## src/rtl/stepseq_pkg.sv

```systemverilog
package stepseq_pkg;

  typedef enum logic [2:0] {
    ST_IDLE  = 3'd0,
    ST_SETUP = 3'd1,
    ST_PULSE = 3'd2,
    ST_GAP   = 3'd3,
    ST_HOLD  = 3'd4
  } seq_state_e;

  typedef enum logic [1:0] {
    RES_FULL    = 2'd0,
    RES_HALF    = 2'd1,
    RES_QUARTER = 2'd2,
    RES_EIGHTH  = 2'd3
  } res_code_e;

  // Driver limits in nanoseconds
  localparam int unsigned SETUP_NS   = 200;
  localparam int unsigned HOLD_NS    = 200;
  localparam int unsigned PULSE_NS   = 1000;
  localparam int unsigned GAP_NS     = 1000;
  localparam int unsigned MIN_PER_NS = 2000;

  // Nanoseconds to clocks, rounded up, never below one clock
  function automatic int unsigned ns_to_clks(input int unsigned ns,
                                             input int unsigned clk_mhz);
    int unsigned c;
    c = (ns * clk_mhz + 999) / 1000;
    return (c == 0) ? 1 : c;
  endfunction

  function automatic int unsigned umax(input int unsigned a, input int unsigned b);
    return (a > b) ? a : b;
  endfunction

endpackage

```

## src/rtl/stepseq_timer.sv

```systemverilog
module stepseq_timer #(
  parameter int unsigned W = 16
) (
  input  logic         clk,
  input  logic         rst_n,
  input  logic         cnt_en,
  input  logic         load,
  input  logic [W-1:0] load_val,
  output logic         zero
);

  logic [W-1:0] cnt_q;
  logic [W-1:0] cnt_d;

  always_comb begin
    cnt_d = cnt_q;
    if (load) begin
      cnt_d = load_val;
    end else if (cnt_en && (cnt_q != '0)) begin
      cnt_d = cnt_q - W'(1);
    end
  end

  always_ff @(posedge clk or negedge rst_n) begin
    if (!rst_n) begin
      cnt_q <= '0;
    end else begin
      cnt_q <= cnt_d;
    end
  end

  assign zero = (cnt_q == '0);

endmodule

```

## src/rtl/stepseq_res_enc.sv

```systemverilog
module stepseq_res_enc
  import stepseq_pkg::*;
(
  input  logic [1:0] res,
  output logic [1:0] sel_act   // [0] = MS1 active, [1] = MS2 active
);

  always_comb begin
    unique case (res_code_e'(res))
      RES_FULL:    sel_act = 2'b11;
      RES_HALF:    sel_act = 2'b10;
      RES_QUARTER: sel_act = 2'b01;
      RES_EIGHTH:  sel_act = 2'b00;
      default:     sel_act = 2'b00;
    endcase
  end

endmodule

```

## src/rtl/stepseq_period_clamp.sv

```systemverilog
module stepseq_period_clamp #(
  parameter int unsigned W        = 16,
  parameter int unsigned MIN_PER  = 100,
  parameter int unsigned PW       = 50
) (
  input  logic [W-1:0] req_period,
  output logic [W-1:0] gap_len
);

  localparam logic [W-1:0] MIN_PER_V = W'(MIN_PER);
  localparam logic [W-1:0] PW_V      = W'(PW);

  logic [W-1:0] eff_period;

  always_comb begin
    eff_period = (req_period < MIN_PER_V) ? MIN_PER_V : req_period;
    gap_len    = eff_period - PW_V;
  end

endmodule

```

## src/rtl/stepseq_pin_drv.sv

```systemverilog
module stepseq_pin_drv #(
  parameter int unsigned N       = 4,
  parameter bit          SINKING = 1'b1
) (
  input  logic [N-1:0] act,
  output logic [N-1:0] pin
);

  for (genvar i = 0; i < N; i++) begin : g_line
    if (SINKING) begin : g_sink
      assign pin[i] = ~act[i];
    end else begin : g_source
      assign pin[i] = act[i];
    end
  end

endmodule

```

## src/rtl/stepseq_top.sv

```systemverilog
module stepseq_top
  import stepseq_pkg::*;
#(
  parameter int unsigned CLK_MHZ  = 50,
  parameter bit          SINKING  = 1'b1,
  parameter int unsigned COUNT_W  = 16,
  parameter int unsigned PERIOD_W = 16
) (
  input  logic                clk,
  input  logic                rst_n,
  input  logic                start_i,
  input  logic [COUNT_W-1:0]  count_i,
  input  logic                dir_i,
  input  logic [1:0]          res_i,
  input  logic [PERIOD_W-1:0] period_i,
  input  logic                abort_i,
  input  logic                motor_en_i,
  output logic                step_o,
  output logic                dir_o,
  output logic                ms1_o,
  output logic                ms2_o,
  output logic                off_o,
  output logic                busy_o,
  output logic                done_o
);

  localparam int unsigned SETUP_CLKS = ns_to_clks(SETUP_NS, CLK_MHZ);
  localparam int unsigned HOLD_CLKS  = ns_to_clks(HOLD_NS, CLK_MHZ);
  localparam int unsigned PW_CLKS    = ns_to_clks(PULSE_NS, CLK_MHZ);
  localparam int unsigned GAP_CLKS   = ns_to_clks(GAP_NS, CLK_MHZ);
  localparam int unsigned MINP_CLKS  = umax(ns_to_clks(MIN_PER_NS, CLK_MHZ),
                                            PW_CLKS + GAP_CLKS);

  localparam logic [PERIOD_W-1:0] SETUP_LD = PERIOD_W'(SETUP_CLKS - 1);
  localparam logic [PERIOD_W-1:0] HOLD_LD  = PERIOD_W'(HOLD_CLKS - 1);
  localparam logic [PERIOD_W-1:0] PULSE_LD = PERIOD_W'(PW_CLKS - 1);
  localparam logic [COUNT_W-1:0]  ONE_STEP = COUNT_W'(1);
  localparam int unsigned         NPIN     = 4;

  seq_state_e          state_q, state_d;
  logic [COUNT_W-1:0]  rem_q, rem_d;
  logic [PERIOD_W-1:0] gap_q;
  logic [PERIOD_W-1:0] gap_new;
  logic                dir_q;
  logic [1:0]          sel_q;
  logic [1:0]          sel_new;
  logic                step_act_q, step_act_d;
  logic                done_q, done_d;
  logic                pend_q, pend_d;
  logic                off_act_q;
  logic                cmd_ld;
  logic                tmr_ld;
  logic [PERIOD_W-1:0] tmr_val;
  logic                tmr_en;
  logic                tmr_zero;
  logic [NPIN-1:0]     pin_act;
  logic [NPIN-1:0]     pin_lvl;

  // ---------------------------------------------------------------
  // Sub-blocks
  // ---------------------------------------------------------------
  stepseq_res_enc u_res (
    .res     (res_i),
    .sel_act (sel_new)
  );

  stepseq_period_clamp #(
    .W       (PERIOD_W),
    .MIN_PER (MINP_CLKS),
    .PW      (PW_CLKS)
  ) u_clamp (
    .req_period (period_i),
    .gap_len    (gap_new)
  );

  assign tmr_en = (state_q != ST_IDLE);

  stepseq_timer #(
    .W (PERIOD_W)
  ) u_tmr (
    .clk      (clk),
    .rst_n    (rst_n),
    .cnt_en   (tmr_en),
    .load     (tmr_ld),
    .load_val (tmr_val),
    .zero     (tmr_zero)
  );

  // ---------------------------------------------------------------
  // Sequencer next state
  // ---------------------------------------------------------------
  always_comb begin
    state_d    = state_q;
    rem_d      = rem_q;
    step_act_d = step_act_q;
    done_d     = 1'b0;
    pend_d     = pend_q;
    cmd_ld     = 1'b0;
    tmr_ld     = 1'b0;
    tmr_val    = '0;

    unique case (state_q)
      ST_IDLE: begin
        pend_d = 1'b0;
        if (start_i) begin
          if (count_i == '0) begin
            done_d = 1'b1;
          end else begin
            cmd_ld  = 1'b1;
            rem_d   = count_i;
            state_d = ST_SETUP;
            tmr_ld  = 1'b1;
            tmr_val = SETUP_LD;
          end
        end
      end

      ST_SETUP: begin
        if (abort_i) begin
          state_d = ST_HOLD;
          tmr_ld  = 1'b1;
          tmr_val = HOLD_LD;
        end else if (tmr_zero) begin
          state_d    = ST_PULSE;
          step_act_d = 1'b1;
          tmr_ld     = 1'b1;
          tmr_val    = PULSE_LD;
        end
      end

      ST_PULSE: begin
        if (abort_i) begin
          pend_d = 1'b1;
        end
        if (tmr_zero) begin
          step_act_d = 1'b0;
          rem_d      = rem_q - ONE_STEP;
          tmr_ld     = 1'b1;
          if ((rem_q == ONE_STEP) || abort_i || pend_q) begin
            state_d = ST_HOLD;
            tmr_val = HOLD_LD;
          end else begin
            state_d = ST_GAP;
            tmr_val = gap_q - PERIOD_W'(1);
          end
        end
      end

      ST_GAP: begin
        if (abort_i) begin
          state_d = ST_HOLD;
          tmr_ld  = 1'b1;
          tmr_val = HOLD_LD;
        end else if (tmr_zero) begin
          state_d    = ST_PULSE;
          step_act_d = 1'b1;
          tmr_ld     = 1'b1;
          tmr_val    = PULSE_LD;
        end
      end

      ST_HOLD: begin
        if (tmr_zero) begin
          state_d = ST_IDLE;
          done_d  = 1'b1;
        end
      end

      default: begin
        state_d    = ST_IDLE;
        step_act_d = 1'b0;
      end
    endcase
  end

  // ---------------------------------------------------------------
  // Registers
  // ---------------------------------------------------------------
  always_ff @(posedge clk or negedge rst_n) begin
    if (!rst_n) begin
      state_q    <= ST_IDLE;
      rem_q      <= '0;
      step_act_q <= 1'b0;
      done_q     <= 1'b0;
      pend_q     <= 1'b0;
      off_act_q  <= 1'b1;
    end else begin
      state_q    <= state_d;
      rem_q      <= rem_d;
      step_act_q <= step_act_d;
      done_q     <= done_d;
      pend_q     <= pend_d;
      off_act_q  <= ~motor_en_i;
    end
  end

  // Command lines: loaded only on an accepted start (clock enable cmd_ld)
  always_ff @(posedge clk or negedge rst_n) begin
    if (!rst_n) begin
      dir_q <= 1'b0;
      sel_q <= 2'b00;
      gap_q <= '0;
    end else if (cmd_ld) begin
      dir_q <= dir_i;
      sel_q <= sel_new;
      gap_q <= gap_new;
    end
  end

  // ---------------------------------------------------------------
  // Output polarity
  // ---------------------------------------------------------------
  assign pin_act = {off_act_q, sel_q[1], sel_q[0], step_act_q};

  stepseq_pin_drv #(
    .N       (NPIN),
    .SINKING (SINKING)
  ) u_pins (
    .act (pin_act),
    .pin (pin_lvl)
  );

  assign step_o = pin_lvl[0];
  assign ms1_o  = pin_lvl[1];
  assign ms2_o  = pin_lvl[2];
  assign off_o  = pin_lvl[3];
  assign dir_o  = dir_q;
  assign busy_o = (state_q != ST_IDLE);
  assign done_o = done_q;

endmodule

```

## config.mk

```make
export PLATFORM = sky130hd
export DESIGN_NAME = stepseq_top
export DESIGN_NICKNAME = d
export VERILOG_FILES = /design/src/rtl/stepseq_pkg.sv /design/src/rtl/stepseq_timer.sv /design/src/rtl/stepseq_res_enc.sv /design/src/rtl/stepseq_period_clamp.sv /design/src/rtl/stepseq_pin_drv.sv /design/src/rtl/stepseq_top.sv
export SDC_FILE = /design/constraint.sdc
export NUM_CORES = 1
export LEC_CHECK = 0
export ABC_AREA = 1
export BUFFER_PORTS_ARGS = -buffer_cell sky130_fd_sc_hd__buf_2
export CORE_ASPECT_RATIO = 2
export CORE_MARGIN = 2
export CORE_UTILIZATION = 35
export CTS_BUF_LIST = sky130_fd_sc_hd__clkbuf_2 sky130_fd_sc_hd__clkbuf_4 sky130_fd_sc_hd__clkbuf_8
export DETAILED_ROUTE_END_ITERATION = 16
export HOLD_SLACK_MARGIN = 0.02
export MAX_ROUTING_LAYER = met4
export SKIP_LAST_GASP = 1
export SYNTH_ARGS = -nofsm -noshare
export SYNTH_HDL_FRONTEND = slang
export SYNTH_SLANG_ARGS = --single-unit
```

## constraint.sdc

```tcl
create_clock -name clk -period 5.4 [get_ports clk]
set_clock_uncertainty 0.05 [all_clocks]
set_input_delay 0.54 -clock clk [delete_from_list [all_inputs] [get_ports clk]]
set_output_delay 0.54 -clock clk [all_outputs]
set_load 0.01 [all_outputs]
```

== Yosys cells after proc, flatten, opt, wreduce, memory -nomap -nowiden ==
Cells that the tools add are included.

* Flip-flop bits (word level): 58
* Input bits: 40
* Word-level logic and storage cells: 92
* Output and inout bits: 7

* Reduce and logical (&&, ||, !) cells: 17
* Multiplexer cells: 38
* Order comparisons: 1
* Equality and inequality tests: 16
* $add $sub $neg: 4
* Bitwise operators: 6

{| class="wikitable"
|+ Operators with widths
! kind !! number
|-
| 2-to-1 mux 16 bit || 9
|-
| case mux 16 bit (3 select lines) || 1
|-
| subtractor 16 x 1 -> 16 bit (second input constant) || 3
|-
| zero test 16 bit || 2
|-
| case mux 16 bit (2 select lines) || 1
|-
| 2-to-1 mux 3 bit || 7
|-
| == test 16 x 1 -> 1 bit (second input constant) || 1
|-
| less-than comparator 16 x 7 -> 1 bit (second input constant) || 1
|-
| nonzero test 16 bit || 1
|-
| subtractor 16 x 6 -> 16 bit (second input constant) || 1
|-
| != test 2 bit (second input constant) || 6
|-
| case mux 3 bit (4 select lines) || 1
|-
| 2-to-1 mux 1 bit || 11
|-
| 2-to-1 mux 4 bit || 2
|-
| case mux 2 bit (4 select lines) || 1
|-
| AND reduction 4 bit || 2
|-
| == test 3 x 2 -> 1 bit (second input constant) || 2
|-
| 2-to-1 mux 6 bit || 1
|-
| inverter 1 bit || 6
|-
| case mux 1 bit (3 select lines) || 2
|-
| AND reduction 5 bit || 1
|-
| == test 2 bit (second input constant) || 2
|-
| case mux 1 bit (2 select lines) || 2
|-
| nonzero test 2 bit || 2
|-
| other kinds (12) || 14
|}

== Logic depth before layout (Yosys ltp) ==
Gate-level depths: netlist of run 1.

* Depth after elaboration: 7
* Depth in mapped cells: 14
* Gate-level depth less buffers: 14

== Cells and area by module ==
From an unflattened synthesis of run 1, not the netlist that was laid out.

* Cells, all modules: 709
* Area total of the unflattened synthesis: 4,596.9 µm²

{| class="wikitable"
|+ Modules (own cells, without submodules)
! module !! seq. area each (µm²) !! times used !! cells an instance !! area each (µm²)
|-
| stepseq_top || 1,052.3 || 1 || 427 || 2,834.0
|-
| stepseq_timer || 400.4 || 1 || 183 || 1,255.0
|-
| stepseq_period_clamp || 0.0 || 1 || 93 || 485.5
|-
| stepseq_pin_drv || 0.0 || 1 || 4 || 15.0
|-
| stepseq_res_enc || 0.0 || 1 || 2 || 7.5
|}

== Least setup slack after synthesis of run 1 ==
Ideal clock, no wire load.

* Path type: input to register
* Start point: input port period_i[10]
* End point: register gap_q[13]
* Data required time: 5.233 ns
* Buffers on the path: 0
* Data arrival time: 1.953 ns
* Cell stages on the path: 13
* Library setup time: 0.117 ns
* Setup slack: 3.281 ns
* Cell sequence: inv_1 > nand2_1 > nor2_1 > nand3_2 > nand2_1 > ha_1 > inv_1 > o211ai_2 > nand3_1 > nand2_1 > nand2_1 > nand2_1 > nand2_1

* Cells in the longest elaborated chain, start to end: 3

{| class="wikitable"
|+ RTL lines
! what !! RTL line !! text
|-
| from (decl) || stepseq_top.sv:15 || <nowiki>input logic [PERIOD_W-1:0] period_i,</nowiki>
|-
| less-than comparator 16 x 7 -> 1 bit || stepseq_period_clamp.sv:16 || <nowiki>eff_period = (req_period < MIN_PER_V) ? MIN_PER_V : req_period;</nowiki>
|-
| 2-to-1 mux 16 bit * || stepseq_period_clamp.sv:16 ||
|-
| subtractor 16 x 6 -> 16 bit * || stepseq_period_clamp.sv:17 || <nowiki>gap_len = eff_period - PW_V;</nowiki>
|-
| to (signal assigned) || stepseq_top.sv:206 || <nowiki>gap_q <= gap_new;</nowiki>
|-
| to (decl) || stepseq_top.sv:42 || <nowiki>logic [PERIOD_W-1:0] gap_q;</nowiki>
|}

Every way passes the cells marked *; elsewhere a longest branch is shown, timed or not.
A chain may end at the register's enable or synchronous reset.

== Worst setup path after layout of run 1 ==
* Start point: register state_q[0]
* End point: register rem_q[5]

* Cells in the longest elaborated chain, start to end: 3
* Elaborated cells on any way between the ends: 8
* Those cells by class: 4 x eq/ne; 1 x mux; 3 x reduce/logical

{| class="wikitable"
|+ RTL lines
! what !! RTL line !! text
|-
| from (decl) || stepseq_top.sv:40 || <nowiki>seq_state_e state_q, state_d;</nowiki>
|-
| from (signal assigned) || stepseq_top.sv:188 || <nowiki>state_q <= state_d;</nowiki>
|-
| == test 3 x 2 -> 1 bit / zero test 3 bit (equally long branches) || stepseq_top.sv:102 || <nowiki>unique case (state_q)</nowiki>
|-
| != test 2 bit (no source line) / nonzero test 2 bit (equally long branches) || -- ||
|-
| AND reduction 4 bit (no source line) || -- ||
|-
| to (signal assigned) || stepseq_top.sv:189 || <nowiki>rem_q <= rem_d;</nowiki>
|-
| to (decl) || stepseq_top.sv:41 || <nowiki>logic [COUNT_W-1:0] rem_q, rem_d;</nowiki>
|}

Parallel ways exist; a longest one is shown, timed or not.

==> flow_metrics.py, run 1 <==
metrics = {
    "min_path": {
        "hold_start": "motor_en_i",
        "hold_path_end": "off_act_q$_DFF_PN1_",
        "worstHoldPathCells": 2,
        "hold_path_class": "in -> reg",
    },
    "sta": {
        "setup_viol": 0,
        "holdWs_ps": 251.2,
        "tightest_slew_ps": 895.3,
        "fin_setup_tns_ps": 0,
        "period_needed_ps": 2617,
        "final_hold_viol_count": 0,
        "max_slew_margin": 0.4012,
        "rsz0062_at_grt": "no",
        "max_freq_mhz": 382.0,
        "finalMaxSlewViolations": 0,
        "min_period_over_period": 0.4847,
    },
    "worst_setup_path": {
        "slowest_delay_ps": 770,
        "reg2reg_from": "state_q[0]$_DFFE_PN0P_",
        "critPathCaptureType": "flop",
        "start_kind": "flop",
        "critPathKind": "reg -> reg",
        "cpMaxStageDelayCell": "nor3_4",
        "path_max_fanout": 25,
        "critical_path.startpoint": "state_q[0]$_DFFE_PN0P_",
        "worstPathCellList": "nor3_4 -> inv_2 -> a21oi_4 -> o21ai_0 -> nand2_1 -> o21ai_1",
        "r2r-end": "rem_q[5]$_DFFE_PN0P_",
        "r2r_cells": 6,
        "rrSetupSlack_ps": 2780,
        "arrival_ps": 2790,
        "cp.required_ps": 5570,
    },
    "synth": {
        "yosysTopAreaCellShare": 0.3316,
        "yosysSeqAreaShare": 0.3377,
        "ys_types": 46,
        "synth.area.top_cells": "dfrtp_1 33%, nand2_1 16%, nor2_1 8.0%, inv_1 5.6%, nand3_1 5.4%",
        "synth_area_sq_um": 4302,
        "ys_ff_latch": 58,
        "synth_top_cell_by_area": "dfrtp_1",
        "yosysWarnings": 0,
        "synth_area_per_cell_sq_um": 6.850,
        "syn_inst": 628,
        "synth_fp_nets": 674,
    },
    "global_route": {
        "grt_pass1_wl_um": 18470,
        "grt_overflow": 0,
        "grt_pass1_vias": 4132,
        "track_usage": 0.1866,
        "antenna_found_initial": 0,
        "grt_max_degree": 59,
    },
    "power": {
        "p_per_area_nw_per_um2": 551.7,
        "vdd_drop_max_uv": 179.5,
        "p_leak_nw": 2.398,
    },
    "final_layout": {
        "antennaDiodeCount": 0,
        "n_fill_cell": 1301,
        "drive_gt1_frac": 0.1574,
        "post-route-util": 0.4044,
        "area_delta_synth_final_pct": 13.32,
        "nNetsFinal": 722,
        "final_common_cell": "nand2_1",
        "layout_common_cells": "183 x nand2_1, 92 x nor2_1, 64 x inv_1",
    },
    "route": {
        "wl_met2_um": 6659,
        "drc": 0,
        "drt-pass1-iter-count": 5,
        "dr_total_vias": 4173,
        "vias_per_cell": 5.046,
        "routed.top_layer": "met4",
        "drt-initial-drc-count": 182,
        "met3_length_um": 363,
        "wl_per_cell_um": 13.93,
        "wl_met1_um": 4026,
        "drt-total-wl_um": 11520,
        "drtAntennaViolNets": 0,
    },
    "floorplan": {
        "pin_count": 47,
        "die_y_um": 160.8,
        "start_util": 0.3569,
        "fp-row-count": 57,
        "die_area_sq_um": 13250,
        "core_sq_um": 12050,
        "dieWidth_um": 82.39,
    },
    "cts": {
        "cts_tree": "yes",
        "htree_num_levels": 3,
        "ctsResizeCount": 0,
        "clkSlewWorstSetupHoldPaths_ps": 70,
        "root_buffer": "clkbuf_8",
        "clk_latency_ps": 350,
        "post-cts-setup-buffers": 0,
        "hold_buffers": 0,
        "cts_buffer_depth": 2,
        "clock-sinks": 58,
        "cts_buffers": 9,
    },
    "placement": {
        "io_buffers": 46,
        "gp_congestion": 0.9322,
        "place_hpwl_um": 9032,
    },
    "outcome": {
        "status": "complete, no violations",
    },
    "flow_run": {
        "cap_violations": 0,
    },
}
logic make-up after synthesis:
kind of cell | synth area share
AOI/OAI and AO/OA | 0.1102
xor gates and xnor gates | 0.05701
adders and majority gates | 0.01745
buffers and inverters | 0.07853
DFF | 0.3377
and+or+nand+nor | 0.3991
state kept, by name, indices dropped and copies added, names as in the netlist:
name and flops:
state_q 3, pend_q 1, gap_q 16, dir_o 1
done_o 1, u_tmr.cnt_q 16, step_act_q 1, rem_q 16
off_act_q 1, sel_q 2
cell usage after synthesis, drive strengths merged:
library cell and n:
dfstp 1, ha 6, nand3b 3, a21oi 15, dfrtp 57, o41ai 1
nor4 1, o211ai 2, buf 8, clkinv 2, nor2 100, nor3 13
a2bb2oi 1, o21ai 52, or2 2, and2 1, a221oi 1, o31ai 3
nand3 52, nand4 11, o22ai 2, xor2 21, clkbuf 2, a211oi 1
xnor2 7, inv 69, nand2 194
power breakdown:
group	internal, mW	switching (mW)
sequential	0.635	0.191
clock	0.269	0.185
combinational	0.471	0.939
total	1.37	1.31
how the worst max path moves through the flow:
stage / end / slack, ps / cells past startpoint
2_1_floorplan: gap_q[13]$_DFFE_PN0P_ / 3280 / 13
3_3_place_gp: gap_q[11]$_DFFE_PN0P_ / 2830 / 14
3_5_place_dp: gap_q[13]$_DFFE_PN0P_ / 2710 / 14
4_1_cts: rem_q[5]$_DFFE_PN0P_ / 2830 / 6
5_1_grt: rem_q[14]$_DFFE_PN0P_ / 2530 / 5
6_report: rem_q[5]$_DFFE_PN0P_ / 2780 / 6
final cells by class:
cell class | instances | area [sq um] | share of cell area
repair buffers | 47 | 237.7 | 0.04877
clock buffers | 10 | 137.6 | 0.02823
inverters | 71 | 272.8 | 0.05595
well taps | 147 | 183.9 | 0.03773
clock inverters | 5 | 78.83 | 0.01617
multi-input cells | 489 | 2511 | 0.5151
flip-flops and latches | 58 | 1453 | 0.2980
per-stage QoR:
| step | cells | instance area, sq um | worst slack [ps] | total power [mW] |
|---|---|---|---|---|
| 6_report | 827 | 4875 | 2783 | 2.689 |
| 5_1_grt | 827 | 4875 | 2533 | 2.915 |
| 4_1_cts | 827 | 4875 | 2825 | 2.706 |
| 3_5_place_dp | 812 | 4658 | 2713 | 2.238 |
| 3_3_place_gp | 812 | 4658 | 2826 | 2.206 |
| 2_1_floorplan | 628 | 4302 | 3281 | 1.895 |
routing by layer:
metal / GRT usage / vias up
met4: 0.09848 / 0
li1: - / 2115
met2: 0.3556 / 105
met5: - / -
met3: 0.02416 / 34
met1: 0.1669 / 1919
critical path, delay by kind of cell, from the launching register on:
family,cells,cell delay (ps)
and+or+nand+nor,2,860
buffers and inverters,1,440
DFF,1,430
AOI/OAI and AO/OA,3,730
Power figures use the tool's default switching activity.
==> run 2, diff against run 1 <==
==> constraint.sdc (replaced) <==
create_clock -name clk -period 2.7 [get_ports clk]
set_clock_uncertainty 0.05 [all_clocks]
set_input_delay 0.27 -clock clk [delete_from_list [all_inputs] [get_ports clk]]
set_output_delay 0.27 -clock clk [all_outputs]
set_load 0.01 [all_outputs]
==> run 2 against run 1 <==
- sequential power increased by 99%
- critical endpoint is now u_tmr.cnt_q[10]$_DFFE_PN0P_
- critical path type unchanged
- worst setup slack got worse by 2200 ps
- global-route usage about the same
- routed wire length decreased by 2.9%
==> flow_metrics.py, run 2 (synthesized netlist as in run 1, its figures left out) <==
metrics = {
    "worst_setup_path": {
        "cpMaxStageDelayCell": "dfrtp_1",
        "path_max_fanout": 10,
        "critPathKind": "reg -> reg",
        "arrival_ps": 2310,
        "critical_path.startpoint": "u_tmr.cnt_q[0]$_DFFE_PN0P_",
        "start_kind": "flop",
        "cpLargestDelayFamily": "simple AND/OR/NAND/NOR gates",
        "cp.required_ps": 2910,
        "path_common_cell": "nand2_1",
        "reg2reg_from": "u_tmr.cnt_q[0]$_DFFE_PN0P_",
        "critPathBufInv": 2,
        "worstPathCellList": "inv_1 -> ha_1 -> inv_1 -> nor2_1 -> nand2_1 -> nor2_1 -> nand4_2 -> nor2_4 -> nand2_1 -> nand2_1 -> nand2_1 -> o21ai_1",
        "slowest_delay_ps": 380,
        "critPathCaptureType": "flop",
    },
    "cts": {
        "cts_buffer_depth": 2,
        "clkSlewWorstSetupHoldPaths_ps": 70,
        "clk_latency_ps": 340,
        "htree_num_levels": 3,
        "root_buffer": "clkbuf_8",
        "clock-sinks": 58,
        "post-cts-setup-buffers": 0,
        "cts_buffers": 9,
        "cts_tree": "yes",
    },
    "global_route": {
        "antenna_found_initial": 0,
        "grt_overflow": 0,
        "grt_pass1_wl_um": 18840,
        "grt_max_degree": 27,
        "track_usage": 0.1864,
        "grt_pass1_vias": 4161,
    },
    "min_path": {
        "hold_path_class": "in -> reg",
        "hold_start": "res_i[1]",
    },
    "placement": {
        "placed_area_sq_um": 4673,
        "place_hpwl_um": 8873,
        "gp_congestion": 0.8886,
        "pre_cts_ws_ps": 300.0,
        "dp_cells": 814,
        "io_buffers": 46,
    },
    "sta": {
        "finalMaxSlewViolations": 0,
        "max_freq_mhz": 476.0,
        "final_hold_viol_count": 0,
        "setup_viol": 0,
        "fin_setup_tns_ps": 0,
        "max_slew_margin": 0.6345,
        "min_period_over_period": 0.7781,
        "fin_ws_ps": 599.2,
        "period_needed_ps": 2101,
        "tightest_slew_ps": 544.1,
        "rsz0062_at_grt": "no",
    },
    "power": {
        "p_seq_frac": 0.303,
        "p_per_area_nw_per_um2": 1098,
        "p_sw_frac": 0.4761,
        "p_leak_nw": 2.428,
        "clkPwrFrac": 0.180,
        "switching_power_mw": 2.578,
        "comb_power_share": 0.517,
        "vdd_drop_max_uv": 369.2,
        "p_int_mw": 2.836,
    },
    "floorplan": {
        "start_util": 0.3569,
        "pin_count": 47,
        "fp-row-count": 57,
        "dieWidth_um": 82.39,
        "die_y_um": 160.8,
        "core_sq_um": 12050,
        "die_area_sq_um": 13250,
    },
    "final_layout": {
        "layout_common_cells": "183 x nand2_1, 92 x nor2_1, 64 x inv_1",
        "layoutNonFillerInstCount": 832,
        "n_fill_cell": 1285,
        "drive_gt1_frac": 0.1606,
        "reg_top3": "gap_q (16), rem_q (16), u_tmr.cnt_q (16)",
        "area_delta_synth_final_pct": 14.60,
        "antennaDiodeCount": 0,
        "final_common_cell": "nand2_1",
        "nNetsFinal": 726,
        "stdcell_area_sq_um": 4930,
    },
    "flow_run": {
        "cap_violations": 0,
    },
    "outcome": {
        "status": "complete, no violations",
    },
    "route": {
        "drt-pass1-iter-count": 4,
        "dr_total_vias": 4191,
        "drt-total-wl_um": 11180,
        "drt-initial-drc-count": 217,
        "wl_per_cell_um": 13.44,
        "drc": 0,
        "drtAntennaViolNets": 0,
        "vias_per_cell": 5.037,
    },
}
run 2: cell count changes in the layout (fill, tap and decap cells not counted), sizes merged:
cell,delta
bufinv,+1
buf,+2
dlygate4sd3,+2
run 2: repair_timing:
action	4_1_cts	5_1_grt
endpoints found under the hold margin	18	0
setup endpoints to repair	0	0
resized for setup	0	0
hold buffers	2	0
run 2: worst paths after layout:
path,slack [ps],to,cells after the start
worst max-delay path,600,u_tmr.cnt_q[10]$_DFFE_PN0P_,12
min in group asynchronous,360,rem_q[3]$_DFFE_PN0P_,2
worst min register to register,440,sel_q[1]$_DFFE_PN0P_,2
max in group asynchronous,1530,gap_q[9]$_DFFE_PN0P_,3
worst max register to register,600,u_tmr.cnt_q[10]$_DFFE_PN0P_,12
worst min-delay path,70,sel_q[1]$_DFFE_PN0P_,2
run 2: layout make-up:
| class | instances | area, sq um | area share |
|---|---|---|---|
| timing repair buffer | 51 | 272.8 | 0.05533 |
| clock inverter | 6 | 105.1 | 0.02132 |
| clock buffer | 10 | 131.4 | 0.02665 |
| multi-input combinational | 489 | 2511 | 0.5094 |
| tap | 147 | 183.9 | 0.03731 |
| sequential | 58 | 1453 | 0.2947 |
| inverter | 71 | 272.8 | 0.05533 |
run 2: power groups by stage:
stage               logic, mW  registers [mW]  clock network, mW
floorplan                2.23            1.56                  0
global placement         2.76            1.64                  0
detailed placement       2.81            1.65                  0
CTS                      2.82            1.63               1.01
global route             3.20            1.70               1.05
finish                   2.80            1.64              0.975
run 2: per-layer routing:
metal	part of all wire	up-vias	wire length, um	global-route usage
met3	0.030	21	332	0.02416
met4	0.033	0	366	0.08182
li1	-	2113	-	-
met5	0	-	0	-
met1	0.36	1965	4021	0.1829
met2	0.58	92	6460	0.3464
run 2: per-stage QoR:
stage	hold WS, ps	util	power (mW)
6_report	70.30	0.4090	5.414
5_1_grt	86.40	0.4090	5.945
4_1_cts	51.86	0.4090	5.463
3_5_place_dp	194.3	0.3877	4.455
3_3_place_gp	187.6	0.3877	4.399
2_1_floorplan	-75.59	-	3.791
==> run 3, diff against run 2 <==
==> constraint.sdc (replaced) <==
create_clock -name clk -period 2 [get_ports clk]
set_clock_uncertainty 0.05 [all_clocks]
set_input_delay 0.2 -clock clk [delete_from_list [all_inputs] [get_ports clk]]
set_output_delay 0.2 -clock clk [all_outputs]
set_load 0.01 [all_outputs]
==> run 3 against run 2 <==
- core utilization up 3.9 points
- combinational power up 58%
- first-iteration DRC count down 9.7%
- register-to-register slack worse by 530 ps
- die area unchanged
- worst hold slack better by 7.0 ps
- power up 43%
- sequential cell count unchanged
- sequential power up 36%
- critical path type unchanged
==> flow_metrics.py, run 3 (synthesized netlist as in run 1, its figures left out) <==
metrics = {
    "outcome": {
        "status": "complete, no violations",
    },
    "final_layout": {
        "n_fill_cell": 1260,
        "reg_top3": "gap_q (16), rem_q (16), u_tmr.cnt_q (16)",
        "final_common_cell": "nand2_1",
        "area_delta_synth_final_pct": 25.42,
        "drive_gt1_frac": 0.2368,
        "nNetsFinal": 781,
        "seqCellArea_sq_um": 1453,
        "layout_common_cells": "183 x nand2_1, 82 x nor2_1, 63 x inv_1",
        "multiInputGateArea_sq_um": 2582,
        "layoutNonFillerInstCount": 886,
        "antennaDiodeCount": 0,
        "stdcell_area_sq_um": 5395,
    },
    "power": {
        "p_total_mw": 7.738,
        "vdd_drop_max_uv": 562.3,
        "p_leak_nw": 2.666,
        "p_per_area_nw_per_um2": 1434,
    },
    "worst_setup_path": {
        "critPathCaptureType": "flop",
        "slowest_delay_ps": 380,
        "cpMaxStageDelayCell": "dfrtp_1",
        "cp_num_cells": 13,
        "arrival_ps": 2100,
        "start_kind": "flop",
        "cpLargestDelayFamily": "simple AND/OR/NAND/NOR gates",
        "path_max_fanout": 6,
        "critPathBufInv": 3,
        "r2r_cells": 13,
        "critPathKind": "reg -> reg",
        "worstPathCellList": "inv_1 -> ha_4 -> buf_4 -> nand2_2 -> nor2_4 -> nand2_8 -> nor2_4 -> a21oi_4 -> nand2_4 -> buf_2 -> nand2_1 -> nand3_1 -> nand2_1",
        "cp.required_ps": 2170,
    },
    "floorplan": {
        "core_sq_um": 12050,
        "pin_count": 47,
        "fp-row-count": 57,
        "dieWidth_um": 82.39,
        "start_util": 0.3569,
        "die_y_um": 160.8,
        "die_area_sq_um": 13250,
    },
    "sta": {
        "finalMaxSlewViolations": 0,
        "min_period_over_period": 0.9642,
        "tightest_slew_ps": 502.6,
        "fin_setup_tns_ps": 0,
        "max_slew_margin": 0.6623,
        "fin_ws_ps": 71.56,
        "period_needed_ps": 1928,
        "setup_viol": 0,
        "final_hold_viol_count": 0,
        "max_freq_mhz": 518.6,
    },
    "cts": {
        "htree_num_levels": 3,
        "clk_latency_ps": 340,
        "clock-sinks": 58,
        "cts_buffers": 9,
        "clkSlewWorstSetupHoldPaths_ps": 60,
        "cts_buffer_depth": 2,
        "root_buffer": "clkbuf_8",
        "cts_tree": "yes",
    },
    "placement": {
        "place_hpwl_um": 9439,
        "pre_cts_ws_ps": -17.90,
        "io_buffers": 46,
        "dp_cells": 860,
        "gp_congestion": 0.9383,
        "placed_area_sq_um": 5031,
    },
    "route": {
        "drt-pass1-iter-count": 4,
        "dr_total_vias": 4431,
        "drtAntennaViolNets": 0,
        "vias_per_cell": 5.001,
        "drt-initial-drc-count": 196,
        "wl_per_cell_um": 13.65,
        "drt-total-wl_um": 12100,
        "drc": 0,
    },
    "global_route": {
        "antenna_found_initial": 0,
        "grt_overflow": 0,
        "grt_max_degree": 47,
        "grt_pass1_vias": 4420,
        "grt_pass1_wl_um": 19320,
        "track_usage": 0.1951,
    },
    "flow_run": {
        "cap_violations": 0,
    },
    "min_path": {
        "worstHoldPathCells": 3,
        "hold_path_class": "in -> reg",
    },
}
[run 3: what timing repair did]
| item | CTS | global route |
|---|---|---|
| hold endpoints to repair | 16 | 0 |
| hold buffers | 5 | 0 |
| endpoints found under the setup margin | 0 | 23 |
| setup buffers | 0 | 6 |
| gates resized for setup | 0 | 20 |
[run 3: stage by stage]
step                      utilization  hold slack (ps)
after floorplan                     -           -145.6
after global placement         0.4174            54.39
after detailed placement       0.4174            59.56
after CTS                      0.4376            57.99
after global routing           0.4476            71.37
final                          0.4476            77.33
[run 3: final timing paths]
kind                                            startpoint                           to  slack [ps]
worst max-delay path            u_tmr.cnt_q[1]$_DFFE_PN0P_  u_tmr.cnt_q[15]$_DFFE_PN0P_          70
max in group asynchronous                            rst_n          off_act_q$_DFF_PN1_        1040
worst min-delay path                          period_i[15]        gap_q[15]$_DFFE_PN0P_          80
worst max register to register  u_tmr.cnt_q[1]$_DFFE_PN0P_  u_tmr.cnt_q[15]$_DFFE_PN0P_          70
min in group asynchronous                            rst_n         rem_q[2]$_DFFE_PN0P_         230
worst min register to register           dir_o$_DFFE_PN0P_            dir_o$_DFFE_PN0P_         430
[run 3: report_power, final]
| part | internal [mW] | switching [mW] | leakage (nW) | total, mW |
|---|---|---|---|---|
| clock network | 0.597 | 0.479 | 0.0941 | 1.08 |
| registers | 1.71 | 0.520 | 0.725 | 2.23 |
| logic | 1.72 | 2.71 | 1.85 | 4.43 |
[run 3: metal layers]
metal	vias to the layer above	GRT usage	share of wire
li1	2227	-	-
met1	2052	0.1696	0.33
met2	111	0.3721	0.58
met3	41	0.02472	0.031
met4	0	0.1129	0.050
met5	-	-	0
[run 3: tightest hold or removal path, cell delays in order]
cell and delay (ps):
buf_2 90, nand3_1 80, nand2_1 60
[run 3: cell type report]
class,count,area share
clock buffer,10,0.02551
multi-input combinational,490,0.4787
timing repair buffer,105,0.1313
clock inverter,5,0.01020
tap,147,0.03409
sequential,58,0.2692
inverter,71,0.05102
